<file path="config.mk">
export PLATFORM = sky130hd
export DESIGN_NAME = frac_fb_div
export DESIGN_NICKNAME = d
export VERILOG_FILES = /design/src/rtl/fdiv_pkg.sv /design/src/rtl/fdiv_rst_sync.sv /design/src/rtl/fdiv_cfg_bank.sv /design/src/rtl/fdiv_pat_seq.sv /design/src/rtl/fdiv_period_ctr.sv /design/src/rtl/frac_fb_div.sv
export SDC_FILE = /design/constraint.sdc
export NUM_CORES = 1
export LEC_CHECK = 0
export ABC_AREA = 0
export CORE_MARGIN = 10
export CORE_UTILIZATION = 30
export CTS_CLUSTER_SIZE = 16
export DETAILED_ROUTE_END_ITERATION = 16
export PLACE_DENSITY_LB_ADDON = 0.08
export SLEW_MARGIN = 20
export SYNTH_ARGS = -nofsm -noshare
export SYNTH_HDL_FRONTEND = slang
export SYNTH_HIERARCHICAL = 1
export SYNTH_SLANG_ARGS = --single-unit
</file>
<file path="constraint.sdc">
create_clock -name clk_vco -period 2.6 [get_ports clk_vco]
set_clock_uncertainty 0.1 [all_clocks]
set_input_delay 0.52 -clock clk_vco [delete_from_list [all_inputs] [get_ports clk_vco]]
set_output_delay 0.52 -clock clk_vco [all_outputs]
set_load 0.05 [all_outputs]
</file>
<file path="src/rtl/fdiv_pkg.sv">
package fdiv_pkg;
  localparam int FD_DIV_W = 8;
  localparam int FD_PAT_N = 8;
  localparam int FD_PTR_W = $clog2(FD_PAT_N);
  localparam int FD_LEN_W = FD_DIV_W + 1;

  typedef struct packed {
    logic [FD_DIV_W-1:0] div;
    logic [FD_PTR_W-1:0] last;
    logic [FD_PAT_N-1:0] pat;
  } fdiv_cfg_t;
endpackage

</file>
<file path="src/rtl/fdiv_rst_sync.sv">
module fdiv_rst_sync #(
  parameter int STAGES = 2
) (
  input  logic clk,
  input  logic rst_n,
  output logic rst_sync_n
);
  generate
    if (STAGES < 2) begin : g_one
      logic q;
      always_ff @(posedge clk or negedge rst_n) begin
        if (!rst_n) q <= 1'b0;
        else        q <= 1'b1;
      end
      assign rst_sync_n = q;
    end else begin : g_chain
      logic [STAGES-1:0] sh_q;
      always_ff @(posedge clk or negedge rst_n) begin
        if (!rst_n) sh_q <= '0;
        else        sh_q <= {sh_q[STAGES-2:0], 1'b1};
      end
      assign rst_sync_n = sh_q[STAGES-1];
    end
  endgenerate
endmodule

</file>
<file path="src/rtl/fdiv_cfg_bank.sv">
module fdiv_cfg_bank
  import fdiv_pkg::*;
#(
  parameter int RST_DIV = 5
) (
  input  logic      clk,
  input  logic      rst_n,
  input  logic      ld_stb,
  input  fdiv_cfg_t ld_cfg,
  input  logic      apply,
  output fdiv_cfg_t act_cfg
);
  localparam fdiv_cfg_t CFG_DEF = '{div: RST_DIV[FD_DIV_W-1:0], last: '0, pat: '0};

  fdiv_cfg_t stage_q, act_q;
  logic      pend_q, pend_d;
  logic      stage_en, act_en;

  // clock enables
  assign stage_en = ld_stb;
  assign act_en   = apply & pend_q;

  // next-state for the pending flag: a new load wins over a concurrent apply
  always_comb begin
    pend_d = pend_q;
    if (act_en) pend_d = 1'b0;
    if (ld_stb) pend_d = 1'b1;
  end

  always_ff @(posedge clk or negedge rst_n) begin
    if (!rst_n)        stage_q <= CFG_DEF;
    else if (stage_en) stage_q <= ld_cfg;
  end

  always_ff @(posedge clk or negedge rst_n) begin
    if (!rst_n)      act_q <= CFG_DEF;
    else if (act_en) act_q <= stage_q;
  end

  always_ff @(posedge clk or negedge rst_n) begin
    if (!rst_n) pend_q <= 1'b0;
    else        pend_q <= pend_d;
  end

  assign act_cfg = act_q;
endmodule

</file>
<file path="src/rtl/fdiv_pat_seq.sv">
module fdiv_pat_seq
  import fdiv_pkg::*;
(
  input  logic                clk,
  input  logic                rst_n,
  input  logic                eop,
  input  fdiv_cfg_t           cfg,
  output logic [FD_LEN_W-1:0] len,
  output logic                wrap_now
);
  logic [FD_PTR_W-1:0] ptr_q, ptr_d;
  logic [FD_PAT_N-1:0] sel_oh;
  logic                frac_bit;
  logic                at_last;

  // one-hot decode of the pointer, masked with the pattern
  generate
    for (genvar gi = 0; gi < FD_PAT_N; gi++) begin : g_sel
      assign sel_oh[gi] = (ptr_q == FD_PTR_W'(gi)) & cfg.pat[gi];
    end
  endgenerate

  assign frac_bit = (cfg.last != '0) & (|sel_oh);
  assign len      = {1'b0, cfg.div} + {{(FD_LEN_W-1){1'b0}}, frac_bit};
  assign at_last  = (ptr_q >= cfg.last);
  assign wrap_now = eop & at_last;

  always_comb begin
    ptr_d = ptr_q;
    if (eop) begin
      if (at_last) ptr_d = '0;
      else         ptr_d = ptr_q + FD_PTR_W'(1);
    end
  end

  always_ff @(posedge clk or negedge rst_n) begin
    if (!rst_n)   ptr_q <= '0;
    else if (eop) ptr_q <= ptr_d;
  end
endmodule

</file>
<file path="src/rtl/fdiv_period_ctr.sv">
module fdiv_period_ctr
  import fdiv_pkg::*;
(
  input  logic                clk,
  input  logic                rst_n,
  input  logic [FD_LEN_W-1:0] len,
  output logic                eop
);
  logic [FD_LEN_W-1:0] cnt_q, cnt_d;

  assign eop = (cnt_q >= (len - FD_LEN_W'(1)));

  always_comb begin
    if (eop) cnt_d = '0;
    else     cnt_d = cnt_q + FD_LEN_W'(1);
  end

  always_ff @(posedge clk or negedge rst_n) begin
    if (!rst_n) cnt_q <= '0;
    else        cnt_q <= cnt_d;
  end
endmodule

</file>
<file path="src/rtl/frac_fb_div.sv">
module frac_fb_div
  import fdiv_pkg::*;
#(
  parameter int RST_DIV     = 5,
  parameter int SYNC_STAGES = 2
) (
  input  logic                clk_vco,
  input  logic                rst_n,
  input  logic                ld_stb,
  input  logic [FD_DIV_W-1:0] ld_div,
  input  logic [FD_PTR_W-1:0] ld_last,
  input  logic [FD_PAT_N-1:0] ld_pat,
  output logic                fb_pulse,
  output logic                wrap_pulse
);
  logic                rst_i_n;
  fdiv_cfg_t           ld_cfg, act_cfg;
  logic                eop, wrap_now;
  logic [FD_LEN_W-1:0] cur_len;
  logic [FD_PTR_W-1:0] act_last;
  logic                fb_q, wrap_q;

  assign ld_cfg   = '{div: ld_div, last: ld_last, pat: ld_pat};
  assign act_last = act_cfg.last;

  fdiv_rst_sync #(.STAGES(SYNC_STAGES)) u_rst (
    .clk(clk_vco), .rst_n(rst_n), .rst_sync_n(rst_i_n)
  );

  fdiv_cfg_bank #(.RST_DIV(RST_DIV)) u_cfg (
    .clk(clk_vco), .rst_n(rst_i_n), .ld_stb(ld_stb), .ld_cfg(ld_cfg),
    .apply(wrap_now), .act_cfg(act_cfg)
  );

  fdiv_pat_seq u_seq (
    .clk(clk_vco), .rst_n(rst_i_n), .eop(eop), .cfg(act_cfg),
    .len(cur_len), .wrap_now(wrap_now)
  );

  fdiv_period_ctr u_ctr (
    .clk(clk_vco), .rst_n(rst_i_n), .len(cur_len), .eop(eop)
  );

  always_ff @(posedge clk_vco or negedge rst_i_n) begin
    if (!rst_i_n) begin
      fb_q   <= 1'b0;
      wrap_q <= 1'b0;
    end else begin
      fb_q   <= eop;
      wrap_q <= wrap_now;
    end
  end

  assign fb_pulse   = fb_q;
  assign wrap_pulse = wrap_q;
endmodule

</file>
==> metrics.txt, run 1 <==
critical-path maximum fanout=9; layout net count=about 340; Initial Util=between 30% and 40%; slowest CP cell=or4_4; DIE HEIGHT=~120 µm; Synth top cells by count=dfrtp_1 (51), mux2_2 (28), ha_1 (22); Clock Sinks=55; RR Startpoint=u_seq/ptr_q[0]; leak pwr=between 0.0015 and 0.002 µW; CTS buffer count=5; Worst Path Arrival=4.45 ns; final cell count without fillers=a little over 400; Power Total=roughly 1500 µW; # DRC=0; Detailed Route Iter0 Violations=53; # rows=35; worst slew pin tran=~0.52 ns; CP endpoint kind=flip-flop; CP Launch Type=flip-flop; GR Util met3=between 1.5 and 2%; async set-reset flop share out of synthesis=100.0%; final instance area=0.003894 mm²; DRT Wirelength=6006 µm; Placed Cells incl. Taps=a little under 400; setup TNS=-52.88 ns; critical path class=flip-flop to flip-flop; First-pass DRT Iterations=4; Final Max Slew Viols=0; crit path buf inv count=0; Crit. Startpoint=u_seq/ptr_q[0]; vias per std cell=~4.7; GRT Residual Overflow=0; Yosys top cell by area=dfrtp_1; Clk pin slew, worst setup/hold paths=between 0.1 and 0.15 ns; GR peak layer=met2; Yosys top cell area share=45.29%; number of port buffers=23; first-pass GRT wire length=between 9000 and 10000 µm; maxcap violations=0; cells after synthesis=between 200 and 250; Final setup viols=34; I/O pins=24; crit share post-route=167.2%; FMAX=between 200 and 250 MHz; CTS Hold Bufs=0; worst hold slack=approximately 0.15 ns; H-tree depth=2; register area share after synthesis=between 40% and 50%; CP Cell Sequence=ha_4 -> ha_4 -> a222oi_1 -> o21ai_1 -> o31a_1 -> ha_4 -> ha_4 -> nand3_4 -> xnor2_4 -> or4_4 -> nor4_4 -> xnor2_1 -> ha_1 -> a21oi_2 -> o21ai_4 -> a21o_1 -> and2_4 -> nand2_8 -> mux2_4; Die Wd=between 100 and 150 µm; ranking of synthesized cells by area=dfrtp_1 (45%), mux2_2 (11%), ha_1 (9.8%); top-count cell post-synth=dfrtp_1; share of cells above drive strength 1=a little over two fifths; Yosys cell types=35; worst rel slew slack=65.31%; full die area=about 0.014 mm²; final worst path period need=around 4.3 ns; Hold Crit Class=flip-flop to async pin; Clock Tree Buf Depth=2; final hold vios=0; critical path's largest stage delay=0.56 ns; failing checks=negative setup slack; pin count of the biggest net entering global routing=32; PD cells=between 300 and 400 mW/mm²; GP Congestion=0.7742; Syn-to-layout area delta=38.19%; Worst-Skew Late Latency=~0.31 ns; area of the mapped netlist=approximately 0.0028 mm²; syn nets=264; vias in the first global route=approximately 2.0k; CP required=~2.7 ns; Max VDD drop=between 0.15 and 0.2 mV; CTS tree=yes; placed cell area=around 0.0035 mm²; GRT Total Usage=under 10%; Root Buffer=clkbuf_8; antenna violation net count after detailed routing=0; Syn Area/Cell=12.81 µm²; EDFF count, synth=0; top cell family by delay on the critical path=simple AND/OR/NAND/NOR gates; RSZ-0062 raised after global routing=yes; worst setup margin=-1.748 ns; GR Layer Usage met1=between 10% and 20%; detailed placer's ending HPWL=around 4300 µm; initial antenna violation count=0; flops & latches, synth=55; ANT cells=0; Vias=1888; GR Util met2=15.75%; status=finished with violations; number of synthesis warnings=6; routed length per instance=roughly 15 µm; most used cell, CP=ha_4; area of the core=just over 0.009 mm²; Main synth FF type=dfrtp_1
## per-stage QoR
stage | setup slack (ns) | util [%]
finish | -1.748 | 42.34
global route | -1.933 | 42.34
CTS | -1.790 | 40.69
detailed placement | -1.831 | 38.14
global placement | -1.782 | 38.14
floorplan | -1.771 | -
## repair_timing
action,CTS,global route
cloned,2,0
pin swaps,1,1
setup endpoints to repair,34,34
gates resized for setup,13,21
setup buffers,7,5
## worst paths after layout
check                      slack (ns)               endpoint  depth (start not counted)
setup reg to reg                -1.75       u_cfg/act_cfg[8]                         19
setup / recovery                -1.75       u_cfg/act_cfg[8]                         19
max in group asynchronous        1.69         u_seq/ptr_q[2]                          1
hold reg to reg                  0.15       u_cfg/stage_q[6]                          0
hold / removal                   0.15       u_cfg/stage_q[6]                          0
min in group clk_vco             0.26  u_rst/g_chain.sh_q[1]                          0
## power by group
group          internal [µW]  switching, µW  total, µW
clock network            225            299        524
logic                   58.2           26.2       84.4
registers                888           23.5        912
## layout make-up
class / instances / area (µm²)
timing repair buffer: 68 / 584.3
tap: 111 / 138.9
clock inverter: 2 / 20.02
inverter: 12 / 45.04
fill: 900 / 5303
clock buffer: 6 / 82.58
multi-input combinational: 152 / 1638
sequential: 55 / 1385
## placed cells by master, fill, tap and decap left out, drive strengths merged, types with 9 or more instances in the layout
master and n:
a211oi 9, ha 22, buf 45, clkdlybuf4s50 23
mux2 39, nand3 9, dfrtp 51, nand2 11
inv 13, xnor2 13
## flip-flops by register name (all words and copies together) (netlist names)
register	flops
u_cfg/act_cfg	19
u_cfg/stage_q	19
u_ctr/cnt_q	9
u_seq/ptr_q	3
u_rst/g_chain.sh_q	2
fb_pulse	1
u_cfg/pend_q	1
wrap_pulse	1
## layer usage
metal  wire, µm  vias to the layer above
met5          0                        -
met4         47                        0
met3        160                        5
met2       3079                       24
met1       2719                      926
li1           -                      933
## kinds of logic after synthesis
group                    Yosys count  synth area share (%)
AO/OA/AOI/OAI                     28                 6.749
AND/OR/NAND/NOR                   40                 8.526
XOR/XNOR                          20                 6.217
buffers and inverters             15                 2.664
other                              1                0.1331
multiplexers                      39                 16.92
flip-flops                        55                 49.02
adder cells (fa/ha/maj)           22                 9.769
Power figures use the tool's default switching activity.
==> inputs of run 2 (changes only) <==
Settings changed: SETUP_SLACK_MARGIN from default to 0.3.
==> metrics.txt, run 2 (synthesized netlist as in run 1, its figures left out) <==
routed length per instance=14.79 µm (about the same); pin count of the biggest net entering global routing=32 (unchanged); worst setup margin=-1.748 ns (-0.0001000 ns); initial antenna violation count=0 (unchanged); DRT Wirelength=6035 µm (+0.48%); Worst Path Arrival=4.45 ns (about the same); FMAX=230.0 MHz (about the same); maxcap violations=0 (unchanged); Power Total=1520 µW (about the same); final worst path period need=4.348 ns (+0.0001000 ns); # DRC=0 (unchanged); crit share post-route=167.2% (about the same); CP required=2.70 ns (about the same); detailed placer's ending HPWL=4313 µm (unchanged); leak pwr=0.001792 µW (+0.90%); CP Launch Type=flip-flop; Hold Crit Class=flip-flop to async pin; commonest non-fill, non-tap cell in the layout=dfrtp_1; Initial Util=30.64% (unchanged); share of cells above drive strength 1=44.78% (+1.1 points); I/O pins=24 (unchanged); area of the core=0.009196 mm² (unchanged); CTS tree=yes; First-pass DRT Iterations=4 (unchanged); Clock Tree Buf Depth=2 (unchanged); Die Wd=116.9 µm (unchanged); GRT Total Usage=9.296% (+0.064 points); Final setup viols=34 (unchanged); Fillers=898 (-0.22%); Final Util=42.75% (+0.41 points); final hold vios=0 (unchanged); antenna violation net count after detailed routing=0 (unchanged); Syn-to-layout area delta=39.52%; Clock Sinks=55 (unchanged); Vias=1892 (+0.21%); failing checks=negative setup slack; status=finished with violations; Final Max Slew Viols=0 (unchanged); GP Congestion=0.7742 (unchanged); Clk pin slew, worst setup/hold paths=0.11 ns (about the same); CP endpoint kind=flip-flop; vias in the first global route=2066 (+0.88%); CTS buffer count=5 (unchanged); ANT cells=0 (unchanged); full die area=0.01367 mm² (unchanged); number of port buffers=23 (unchanged); first-pass GRT wire length=10090 µm (+1.0%); worst rel slew slack=65.22% (-0.091 points); vias per std cell=4.637 (-0.28%); Placed Cells incl. Taps=386 (unchanged); layout net count=340 (+0.59%); commonest cells after routing, fill and taps aside=dfrtp_1 (48), buf_4 (44), clkdlybuf4s50_1 (23), mux2_2 (19), mux2_4 (19); RSZ-0062 raised after global routing=yes; placed cell area=0.003507 mm² (unchanged); DIE HEIGHT=116.9 µm (unchanged); final cell count without fillers=408 (+0.49%); Worst-Skew Late Latency=0.31 ns (about the same); Root Buffer=clkbuf_8; reg2reg setup slack=-1.75 ns (about the same); final instance area=0.003931 mm² (+0.96%); H-tree depth=2 (unchanged); critical-path maximum fanout=9 (unchanged); GRT Residual Overflow=0 (unchanged); Detailed Route Iter0 Violations=52 (-1.9%); worst slew pin tran=0.5217 ns (+0.001365 ns); # rows=35 (unchanged); critical path class=flip-flop to flip-flop; worst hold slack=0.1503 ns (unchanged); PD cells=386.7 mW/mm² (-1.0%); Max VDD drop=0.1887 mV (about the same)
==> run 2: cell types whose count changed in the layout (fill, tap and decap cells not counted), sizes merged <==
cell / before / now
buf: 45 / 47
==> run 2: layout make-up <==
type,count,area (µm²),share of cell area (%)
multi-input cells,152,1648,41.92
flip-flops and latches,55,1385,35.23
repair buffers,70,611.8,15.56
well taps,111,138.9,3.533
clock buffers,6,82.58,2.101
inverters,12,45.04,1.146
clock inverters,2,20.02,0.5092
==> run 2: power breakdown <==
group / total, µW / internal, µW / switching (µW)
registers: 912 / 888 / 23.4
logic: 84.5 / 58.2 / 26.3
clock network: 524 / 225 / 298
==> run 2: per-layer routing <==
metal	GRT usage [%]	part of all wire [%]	up-vias
li1	-	-	937
met1	11.47	45	927
met2	15.90	51	21
met3	1.988	2.2	7
met4	2.718	1.2	0
met5	0	0	-
==> run 2: stage by stage <==
step,setup TNS [ns],setup WS (ns)
floorplan,-47.59,-1.771
global placement,-52.83,-1.782
detailed placement,-54.07,-1.831
CTS,-53.99,-1.790
global route,-60.58,-1.933
finish,-54.61,-1.748
==> run 2: final timing paths <==
check	startpoint	end	cells past startpoint
min	u_rst/g_chain.sh_q[1]	u_cfg/stage_q[6]	0
max	u_seq/ptr_q[0]	u_cfg/act_cfg[8]	19
min reg2reg	u_rst/g_chain.sh_q[1]	u_cfg/stage_q[6]	0
max reg2reg	u_seq/ptr_q[0]	u_cfg/act_cfg[8]	19
min in group clk_vco	u_rst/g_chain.sh_q[0]	u_rst/g_chain.sh_q[1]	0
max in group asynchronous	u_rst/g_chain.sh_q[1]	u_seq/ptr_q[2]	1
==> run 2: what timing repair did <==
item	CTS	global route
endpoints found under the hold margin	0	0
hold buffers	0	0
resized for setup	20	19
setup buffers	7	5
endpoints found under the setup margin	34	34
cloned	2	0
pin swaps	1	1
==> run 2: critical path: stages (launching register included) <==
cell,delay (ns)
dfrtp_2,0.46
ha_4,0.19
ha_4,0.15
a222oi_1,0.28
o21ai_1,0.11
o31a_1,0.15
ha_4,0.19
ha_4,0.17
nand3_4,0.10
xnor2_4,0.07
or4_4,0.56
nor4_4,0.17
xnor2_1,0.17
ha_1,0.29
a21oi_2,0.19
o21ai_4,0.07
a21o_1,0.17
and2_4,0.20
nand2_8,0.14
mux2_4,0.31
